$ cat src/rtl/adc_seq_pkg.sv
package adc_seq_pkg;

  localparam int DIV_CNT_W = 5;

  typedef enum logic [1:0] {
    PH_IDLE = 2'd0,
    PH_ACQ  = 2'd1,
    PH_CONV = 2'd2
  } phase_t;

  typedef struct packed {
    logic       pwr;
    logic       ref_ext;
    logic [1:0] div_code;
    logic [1:0] acq_code;
    logic       t2_en;
    logic       ext_en;
  } cfg_t;

  // Terminal count of the prescaler (ratio - 1); the ratio order is 8,4,16,32.
  function automatic logic [DIV_CNT_W-1:0] div_limit(input logic [1:0] code);
    logic [DIV_CNT_W:0] ratio;
    if (code == 2'b01) ratio = (DIV_CNT_W+1)'(4);
    else if (code == 2'b00) ratio = (DIV_CNT_W+1)'(8);
    else ratio = (DIV_CNT_W+1)'(8) << (code - 2'd1);
    return DIV_CNT_W'(ratio - 1'b1);
  endfunction

endpackage

$ cat src/rtl/adc_trig_front.sv
module adc_trig_front #(
  parameter int SYNC_STAGES = 2
) (
  input  logic clk,
  input  logic rst_n,
  input  logic sw_go,
  input  logic t2_ovf,
  input  logic convst_in,
  input  logic en_t2,
  input  logic en_ext,
  output logic trig
);

  logic [SYNC_STAGES-1:0] sync_q;
  logic                   last_q;
  logic                   ext_rise;

  always_ff @(posedge clk) begin
    if (!rst_n) sync_q[0] <= 1'b0;
    else        sync_q[0] <= convst_in;
  end

  generate
    for (genvar i = 1; i < SYNC_STAGES; i++) begin : g_sync
      always_ff @(posedge clk) begin
        if (!rst_n) sync_q[i] <= 1'b0;
        else        sync_q[i] <= sync_q[i-1];
      end
    end
  endgenerate

  always_ff @(posedge clk) begin
    if (!rst_n) last_q <= 1'b0;
    else        last_q <= sync_q[SYNC_STAGES-1];
  end

  assign ext_rise = sync_q[SYNC_STAGES-1] & ~last_q;
  assign trig     = sw_go | (t2_ovf & en_t2) | (ext_rise & en_ext);

endmodule

$ cat src/rtl/adc_tick_gen.sv
module adc_tick_gen #(
  parameter int CNT_W = 5
) (
  input  logic             clk,
  input  logic             rst_n,
  input  logic             clr,
  input  logic [CNT_W-1:0] limit,
  output logic             tick
);

  logic [CNT_W-1:0] cnt_q;

  assign tick = !clr && (cnt_q == limit);

  always_ff @(posedge clk) begin
    if (!rst_n)          cnt_q <= '0;
    else if (clr || tick) cnt_q <= '0;
    else                 cnt_q <= cnt_q + 1'b1;
  end

endmodule

$ cat src/rtl/adc_chan_decode.sv
module adc_chan_decode #(
  parameter int CH_W     = 4,
  parameter int INT_BASE = 9,
  parameter int INT_NUM  = 4
) (
  input  logic [CH_W-1:0]    code,
  output logic [INT_NUM-1:0] sel
);

  generate
    for (genvar i = 0; i < INT_NUM; i++) begin : g_int
      assign sel[i] = (code == CH_W'(INT_BASE + i));
    end
  endgenerate

endmodule

$ cat src/rtl/adc_seq_ctrl.sv
module adc_seq_ctrl
  import adc_seq_pkg::*;
#(
  parameter int RES_W       = 12,
  parameter int CH_W        = 4,
  parameter int CONV_CLKS   = 16,
  parameter int SYNC_STAGES = 2,
  parameter int INT_BASE    = 9,
  parameter int INT_NUM     = 4
) (
  input  logic               clk,
  input  logic               rst_n,
  input  logic               cfg_we,
  input  logic [7:0]         cfg_wdata,
  input  logic [CH_W-1:0]    chan_code,
  input  logic               sw_go,
  input  logic               t2_ovf,
  input  logic               convst_in,
  input  logic [RES_W-1:0]   stub_res,
  input  logic               res_ready,
  output logic               ref_ext,
  output logic               busy,
  output logic               sampling,
  output logic [CH_W-1:0]    mux_code,
  output logic [INT_NUM-1:0] int_sel,
  output logic               done_irq,
  output logic               res_valid,
  output logic [RES_W-1:0]   res_data
);

  localparam int PH_W = $clog2(CONV_CLKS + 1);

  cfg_t            cfg_r;
  phase_t          phase_q;
  logic [PH_W-1:0] ph_cnt_q;
  logic [1:0]      div_q;
  logic [1:0]      acq_q;
  logic            trig;
  logic            tick;
  logic            idle;

  // Control register
  always_ff @(posedge clk) begin
    if (!rst_n)      cfg_r <= '0;
    else if (cfg_we) cfg_r <= cfg_t'(cfg_wdata);
  end

  assign ref_ext  = cfg_r.ref_ext;
  assign idle     = (phase_q == PH_IDLE);
  assign busy     = !idle;
  assign sampling = (phase_q == PH_ACQ);

  adc_trig_front #(.SYNC_STAGES(SYNC_STAGES)) u_front (
    .clk       (clk),
    .rst_n     (rst_n),
    .sw_go     (sw_go),
    .t2_ovf    (t2_ovf),
    .convst_in (convst_in),
    .en_t2     (cfg_r.t2_en),
    .en_ext    (cfg_r.ext_en),
    .trig      (trig)
  );

  // Prescaler restarts on every acceptance so phase lengths are exact
  adc_tick_gen #(.CNT_W(DIV_CNT_W)) u_tick (
    .clk   (clk),
    .rst_n (rst_n),
    .clr   (idle),
    .limit (div_limit(div_q)),
    .tick  (tick)
  );

  adc_chan_decode #(
    .CH_W     (CH_W),
    .INT_BASE (INT_BASE),
    .INT_NUM  (INT_NUM)
  ) u_dec (
    .code (mux_code),
    .sel  (int_sel)
  );

  // Conversion sequencer and result register
  always_ff @(posedge clk) begin
    if (!rst_n) begin
      phase_q   <= PH_IDLE;
      ph_cnt_q  <= '0;
      div_q     <= '0;
      acq_q     <= '0;
      mux_code  <= '0;
      done_irq  <= 1'b0;
      res_valid <= 1'b0;
      res_data  <= '0;
    end else begin
      done_irq <= 1'b0;
      if (res_valid && res_ready) res_valid <= 1'b0;

      if (!cfg_r.pwr) begin
        phase_q  <= PH_IDLE;
        ph_cnt_q <= '0;
      end else begin
        unique case (phase_q)
          PH_IDLE: begin
            if (trig) begin
              phase_q  <= PH_ACQ;
              ph_cnt_q <= '0;
              div_q    <= cfg_r.div_code;
              acq_q    <= cfg_r.acq_code;
              mux_code <= chan_code;
            end
          end
          PH_ACQ: begin
            if (tick) begin
              if (ph_cnt_q == PH_W'(acq_q)) begin
                phase_q  <= PH_CONV;
                ph_cnt_q <= '0;
              end else begin
                ph_cnt_q <= ph_cnt_q + 1'b1;
              end
            end
          end
          PH_CONV: begin
            if (tick) begin
              if (ph_cnt_q == PH_W'(CONV_CLKS - 1)) begin
                phase_q   <= PH_IDLE;
                ph_cnt_q  <= '0;
                done_irq  <= 1'b1;
                res_valid <= 1'b1;
                res_data  <= stub_res;
              end else begin
                ph_cnt_q <= ph_cnt_q + 1'b1;
              end
            end
          end
          default: phase_q <= PH_IDLE;
        endcase
      end
    end
  end

endmodule

$ cat config.mk
export PLATFORM = sky130hd
export DESIGN_NAME = adc_seq_ctrl
export DESIGN_NICKNAME = d
export VERILOG_FILES = /design/src/rtl/adc_seq_pkg.sv /design/src/rtl/adc_trig_front.sv /design/src/rtl/adc_tick_gen.sv /design/src/rtl/adc_chan_decode.sv /design/src/rtl/adc_seq_ctrl.sv
export SDC_FILE = /design/constraint.sdc
export NUM_CORES = 1
export LEC_CHECK = 0
export BUFFER_PORTS_ARGS = -buffer_cell sky130_fd_sc_hd__buf_2
export CORE_UTILIZATION = 51
export DETAILED_ROUTE_END_ITERATION = 16
export GPL_TIMING_DRIVEN = 0
export HOLD_SLACK_MARGIN = 0.08
export MAX_ROUTING_LAYER = met4
export PLACE_DENSITY = 0.78
export SKIP_CTS_REPAIR_TIMING = 1
export SYNTH_ARGS = -nofsm -noshare
export SYNTH_HDL_FRONTEND = slang
export SYNTH_SLANG_ARGS = --single-unit
$ cat constraint.sdc
create_clock -name clk -period 2.19 [get_ports clk]
set_input_delay 0.1095 -clock clk [delete_from_list [all_inputs] [get_ports clk]]
set_output_delay 0.1095 -clock clk [all_outputs]
set_load 0.005 [all_outputs]
# Word-level counts from Yosys, hierarchy flattened
# Cells that the tools add are included.
[classes]
add_sub_neg = 4
n_mul = 0
n_div = 0
order_cmp = 0
eq_ne = 15
shift = 1
n_mux = 20
bitwise = 7
reduce_logical = 14
[op_table]
columns = ["cell", "count"]
rows = [
  ["$mux W5", 7],
  ["$eq A4 B4 Y1 const B", 4],
  ["$pmux W5 S3", 1],
  ["$reduce_and A4 Y1", 3],
  ["$add A5 B1 Y5 const B", 2],
  ["$mux W2", 5],
  ["$mux W1", 6],
  ["$ne A2 B1 Y1 const B", 3],
  ["$pmux W2 S3", 1],
  ["$eq A5 B2 Y1", 1],
  ["$eq A5 B4 Y1 const B", 1],
  ["$eq A5 B5 Y1", 1],
  ["$reduce_and A5 Y1", 1],
  ["$shl A4 B2 Y5 const A", 1],
  ["$sub A5 B1 Y5 const B", 1],
  ["$eq A2 B1 Y1 const B", 2],
  ["$logic_not A2 Y1", 2],
  ["$ne A2 B2 Y1 const B", 2],
  ["$and A1 B1 Y1", 3],
  ["$reduce_and A3 Y1", 1],
  ["$reduce_bool A3 Y1", 1],
  ["$eq A2 B2 Y1 const B", 1],
  ["$logic_and A1 B1 Y1", 2],
  ["$not A1 Y1", 2],
  ["other kinds (6)", 7],
]
[totals]
register_bits = 45
latch_bits = 0
ram_bits = 0
romBits = 0
inputBits = 31
output_inout_bits = 25
mem_count = 0

# Depth between registers and ports, before layout
[depth]
ltp_word = 10
mapped_depth = 8
ltp_nobuf = 8

# Hierarchy
# Synthesis repeated with hierarchy kept, for this count alone.
[hier_totals]
hier_cells = 220
area_unflattened_um2 = 2090.8
[modules_own_cells]
columns = ["mod", "n_inst", "cells_each", "area_each_um2", "seq_area_each_um2"]
rows = [
  ["adc_seq_ctrl", 1, 178, 1684.1, 740.7],
  ["adc_tick_gen", 1, 29, 265.3, 100.1],
  ["adc_trig_front", 1, 9, 93.8, 60.1],
  ["adc_chan_decode", 1, 4, 47.5, 0.0],
]

# Worst setup path before layout
# OpenSTA, ideal clock, no wires.
[synth_timing]
kind = "flip-flop to flip-flop"
from = "register ph_cnt_q[0]"
to = "register ph_cnt_q[3]"
setup_ns = 0.075
t_arrival_ns = 1.655
slack_ns = 0.460
stages_incl_launch_ff = 9
path_buffers = 0
synth_period_minus_slack_ns = 1.730
path_cell_list = "dfxtp_1 > ha_1 > nand3_1 > inv_1 > ha_1 > nand2b_1 > a21boi_0 > o21ai_1 > o22ai_1"
[synth_via]
elab_chain_len = 4
elab_cells_between_ends = 8
classes_between = "add/sub (1); eq/ne (2); mux (5)"
[synth_rtl]
columns = ["item", "line", "text"]
rows = [
  ["start, declared", "adc_seq_ctrl.sv:35", "logic [PH_W-1:0] ph_cnt_q;"],
  ["start signal, assigned", "adc_seq_ctrl.sv:117", "ph_cnt_q <= ph_cnt_q + 1'b1;"],
  ["start signal, assigned", "adc_seq_ctrl.sv:130", "ph_cnt_q <= ph_cnt_q + 1'b1;"],
  ["$add A5 B1 Y5 (tied with other cells)", "adc_seq_ctrl.sv:117, adc_seq_ctrl.sv:130", ""],
  ["$mux W5, on equally long branches", "adc_seq_ctrl.sv:123, adc_seq_ctrl.sv:113", ""],
  ["$mux W5, on equally long branches", "adc_seq_ctrl.sv:122, adc_seq_ctrl.sv:112", ""],
  ["$pmux W5 S3 (*)", "adc_seq_ctrl.sv:101", "unique case (phase_q)"],
]
# Mark *: on every way between the ends. The rest lies on a longest branch, timed or not. The select of a mux whose other input is x is not followed.
# A chain may end at the register's enable or synchronous reset.

# Worst setup path after layout
[layout_timing]
from = "register ph_cnt_q[0]"
to = "register res_data[5]"
[layout_via]
elab_chain_len = 2
[layout_rtl]
columns = ["item", "line", "text"]
rows = [
  ["$eq A5 B4 Y1", "adc_seq_ctrl.sv:123", "if (ph_cnt_q == PH_W'(CONV_CLKS - 1)) begin"],
  ["$reduce_and A4 Y1 (no line)", "--", ""],
  ["end signal, assigned", "adc_seq_ctrl.sv:128", "res_data <= stub_res;"],
  ["end, declared", "adc_seq_ctrl.sv:28", "output logic [RES_W-1:0] res_data"],
]
# No other way between the ends.

==> flow_summary.toml <==
[power_and_ir_drop]
pwr_density_cell_mw_per_mm2 = 610.7
worst_ir_drop_vdd_uv = 462.2
leak_pwr_nw = 1.195
power_mw = 1.624

[worst_setup_path]
timing.critical_path.to_type = "register"
critical_path.max_fanout = 10
start_kind = "register"
cp.arrival_ns = 2.20
required_ns = 2.42
crit_type = "register to register"

[floorplanning]
chipHeight_um = 64.50
initial_utilization_pct = 53.60
core.rowCount = 22
core_region_area_mm2 = 0.003716
die-area_mm2 = 0.004160
floorplan.die.width_um = 64.50
pin_count = 56

[timing]
hold_ws_ns = 0.05797
min_period_over_period_pct = 90.16
worst-slew-pin-transition_ns = 0.6406
grt_setup_unrepaired = "false"
final_setup_tns_ns = 0
setup_viol_count_final = 0
relSlewSlack_pct = 56.84
finClkSkew_ns = 0.005649
hold_viol = 0
max_freq_ghz = 0.5065
slew_viol_final = 0
period_minus_slack_ns = 1.974

[placement]
post-dp-hpwl_mm = 3.014
port_buffers = 54
gp_congestion = 0.8587
placed_cell_area_mm2 = 0.002322

[detailed_routing]
wl_mm = 4.615
initial_detailed_routing_violation_count = 93
route.vias.total = 1885
post_drt_wl_per_cell_um = 12.93
drtAntennaViolNets = 0
drc_errors = 0
iteration_count_of_the_initial_detailed_routing_pass = 4
via_per_inst = 5.280

[finish]
num_antenna_cells = 0
final_layout_size_suffix_gt1_share_pct = 22.01
layout.cell_area.non_filler_mm2 = 0.002659
nFillCells = 298
register_area_um2 = 900.9
areaGrowthSynthToFinish_pct = 33.48
final_core_utilization_pct = 71.55
multi_input_comb_area_mm2 = 0.001026
fin_nets = 346

[clock_tree]
cts.sink_count = 45
clock-root-buffer = "sky130_fd_sc_hd__clkbuf_8"
cts-htree-levels = 2
tritoncts.num_buffers = 5
clkLatencyLatePin_ns = 0.30
cts-root-to-sink-buffers = 2
clk_transition_reported_paths_ns = 0.08
tritoncts = "done"

[min_path]
hold_crit_class = "primary input to register"

[global_route]
global_route_wire_length_before_repair_mm = 6.803
gr-total-overflow = 0
largest_net_degree_at_the_start_of_global_routing = 14
grt_antenna_before_repair = 0
grt_util_overall_pct = 21.61
grt_pass1_vias = 1555

[logic_synthesis]
synth.avg_cell_area_um2 = 8.853
synth_cells = 225
synth_cell_types = 38
synth.ff_latch_count = 45
synth.net_count = 263
post_synth_instance_area_mm2 = 0.001992
synth_sequential_area_ratio_pct = 45.23
synthesis.yosys.warnings = 0

[status]
result_of_the_run = "completed"

[flow_run]
drv_cap = 0
[layout by cell type, fill, tap and decap left out, types with 2 or more instances in the layout]
cell type,count
sky130_fd_sc_hd__clkbuf_8,6
sky130_fd_sc_hd__o22ai_1,2
sky130_fd_sc_hd__buf_2,55
sky130_fd_sc_hd__or3_1,2
sky130_fd_sc_hd__a22oi_1,2
sky130_fd_sc_hd__o21ai_0,15
sky130_fd_sc_hd__nor2_1,27
sky130_fd_sc_hd__o211ai_1,3
sky130_fd_sc_hd__dlygate4sd3_1,22
sky130_fd_sc_hd__ha_1,7
sky130_fd_sc_hd__nand2b_1,3
sky130_fd_sc_hd__xor2_1,6
sky130_fd_sc_hd__mux2i_1,16
sky130_fd_sc_hd__a21boi_1,2
sky130_fd_sc_hd__and3_1,3
sky130_fd_sc_hd__clkbuf_1,8
sky130_fd_sc_hd__a21oi_1,18
sky130_fd_sc_hd__nand3_1,25
sky130_fd_sc_hd__dfxtp_1,45
sky130_fd_sc_hd__and2_1,5
sky130_fd_sc_hd__nand2_1,10
sky130_fd_sc_hd__inv_1,9
[final cells by class]
type,instances,area share [%]
Multi-Input combinational cell,163,38.59
Sequential cell,45,33.88
Timing Repair Buffer,76,18.45
Clock buffer,7,3.247
Tap cell,48,2.259
Inverter,9,1.271
Buffer,8,1.176
Clock inverter,1,1.129
[power breakdown]
group	total [mW]	leakage (nW)	internal, mW	switching, mW
Combinational	0.135	0.772	0.0751	0.0594
Sequential	0.843	0.365	0.833	0.0105
Clock	0.646	0.0585	0.372	0.274
[worst max-delay path, stage by stage, from the launching register on]
cell and delay, ns:
sky130_fd_sc_hd__dfxtp_1 0.42, sky130_fd_sc_hd__ha_1 0.20, sky130_fd_sc_hd__nand3_1 0.10, sky130_fd_sc_hd__inv_1 0.08, sky130_fd_sc_hd__ha_1 0.16, sky130_fd_sc_hd__and3_1 0.23, sky130_fd_sc_hd__clkbuf_1 0.37, sky130_fd_sc_hd__nand3_1 0.18
sky130_fd_sc_hd__a21oi_1 0.16
[synth_stat cells]
library cell | instances | area share (%)
sky130_fd_sc_hd__dfxtp_1 | 45 | 45
sky130_fd_sc_hd__nor2_1 | 27 | 5.1
sky130_fd_sc_hd__nand3_1 | 25 | 6.3
sky130_fd_sc_hd__a21oi_1 | 18 | 4.5
sky130_fd_sc_hd__mux2i_1 | 16 | 8.0
sky130_fd_sc_hd__o21ai_0 | 15 | 3.8
sky130_fd_sc_hd__nand2_1 | 10 | 1.9
sky130_fd_sc_hd__inv_1 | 9 | 1.7
sky130_fd_sc_hd__clkbuf_1 | 7 | 1.3
sky130_fd_sc_hd__ha_1 | 7 | 4.4
sky130_fd_sc_hd__xor2_1 | 6 | 2.6
sky130_fd_sc_hd__and2_1 | 5 | 1.6
sky130_fd_sc_hd__and3_1 | 3 | 0.94
sky130_fd_sc_hd__nand2b_1 | 3 | 0.94
sky130_fd_sc_hd__o211ai_1 | 3 | 1.1
sky130_fd_sc_hd__a22oi_1 | 2 | 0.75
sky130_fd_sc_hd__o22ai_1 | 2 | 0.63
sky130_fd_sc_hd__or3_1 | 2 | 0.63
sky130_fd_sc_hd__a21boi_0 | 1 | 0.38
sky130_fd_sc_hd__a21boi_1 | 1 | 0.38
sky130_fd_sc_hd__a21o_1 | 1 | 0.38
sky130_fd_sc_hd__a21oi_2 | 1 | 0.44
sky130_fd_sc_hd__buf_2 | 1 | 0.25
sky130_fd_sc_hd__nand3b_1 | 1 | 0.38
sky130_fd_sc_hd__nand4_1 | 1 | 0.31
sky130_fd_sc_hd__nor2b_1 | 1 | 0.31
sky130_fd_sc_hd__nor3_1 | 1 | 0.25
sky130_fd_sc_hd__nor4bb_1 | 1 | 0.50
sky130_fd_sc_hd__o211ai_2 | 1 | 0.63
sky130_fd_sc_hd__o21ai_1 | 1 | 0.25
sky130_fd_sc_hd__o21ba_2 | 1 | 0.50
sky130_fd_sc_hd__o311ai_1 | 1 | 0.44
sky130_fd_sc_hd__o31ai_1 | 1 | 0.38
sky130_fd_sc_hd__o31ai_4 | 1 | 1.1
sky130_fd_sc_hd__or2_1 | 1 | 0.31
sky130_fd_sc_hd__or3_2 | 1 | 0.38
sky130_fd_sc_hd__or3_4 | 1 | 0.57
sky130_fd_sc_hd__xnor2_1 | 1 | 0.44
[worst paths after layout]
| path | start | to | slack, ns | cells after the start |
|---|---|---|---|---|
| min reg2reg | u_front.sync_q[0] | u_front.sync_q[1] | 0.45 | 1 |
| max | ph_cnt_q[0] | res_data[5] | 0.22 | 8 |
| max reg2reg | ph_cnt_q[0] | res_data[5] | 0.22 | 8 |
| min | cfg_wdata[1] | cfg_r[1] | 0.06 | 3 |
[state kept, by name (all words and copies together) (netlist names)]
| register | count |
|---|---|
| u_tick.cnt_q | 5 |
| ph_cnt_q | 5 |
| res_data | 12 |
| u_front.last_q | 1 |
| u_front.sync_q | 2 |
| phase_q | 2 |
| div_q | 2 |
| ref_ext | 1 |
| cfg_r | 7 |
| acq_q | 2 |
| mux_code | 4 |
| res_valid | 1 |
| done_irq | 1 |
[logic make-up after synthesis]
group           after synthesis  synth area share (%)
fa+ha+maj                     7                 4.397
simple gates                 83                 20.35
flops                        45                 45.23
buf+inv                      17                 3.266
compound gates               50                 15.64
mux                          16                 8.040
xor+xnor                      7                 3.078
[through the flow]
stage	instances	setup slack [ns]
after floorplan	225	0.4599
after global placement	327	0.1998
after detailed placement	327	0.1673
after CTS	335	0.1492
after global routing	357	0.05926
final	357	0.2156
[routing by layer]
| layer | part of all wire, % | global-route usage, % | vias to the layer above |
|---|---|---|---|
| li1 | - | - | 956 |
| met1 | 45 | 27.02 | 871 |
| met2 | 49 | 34.47 | 50 |
| met3 | 4.4 | 4.225 | 8 |
| met4 | 1.7 | 8.333 | 0 |
| met5 | 0 | - | - |
(Power assumes the default switching activity.)
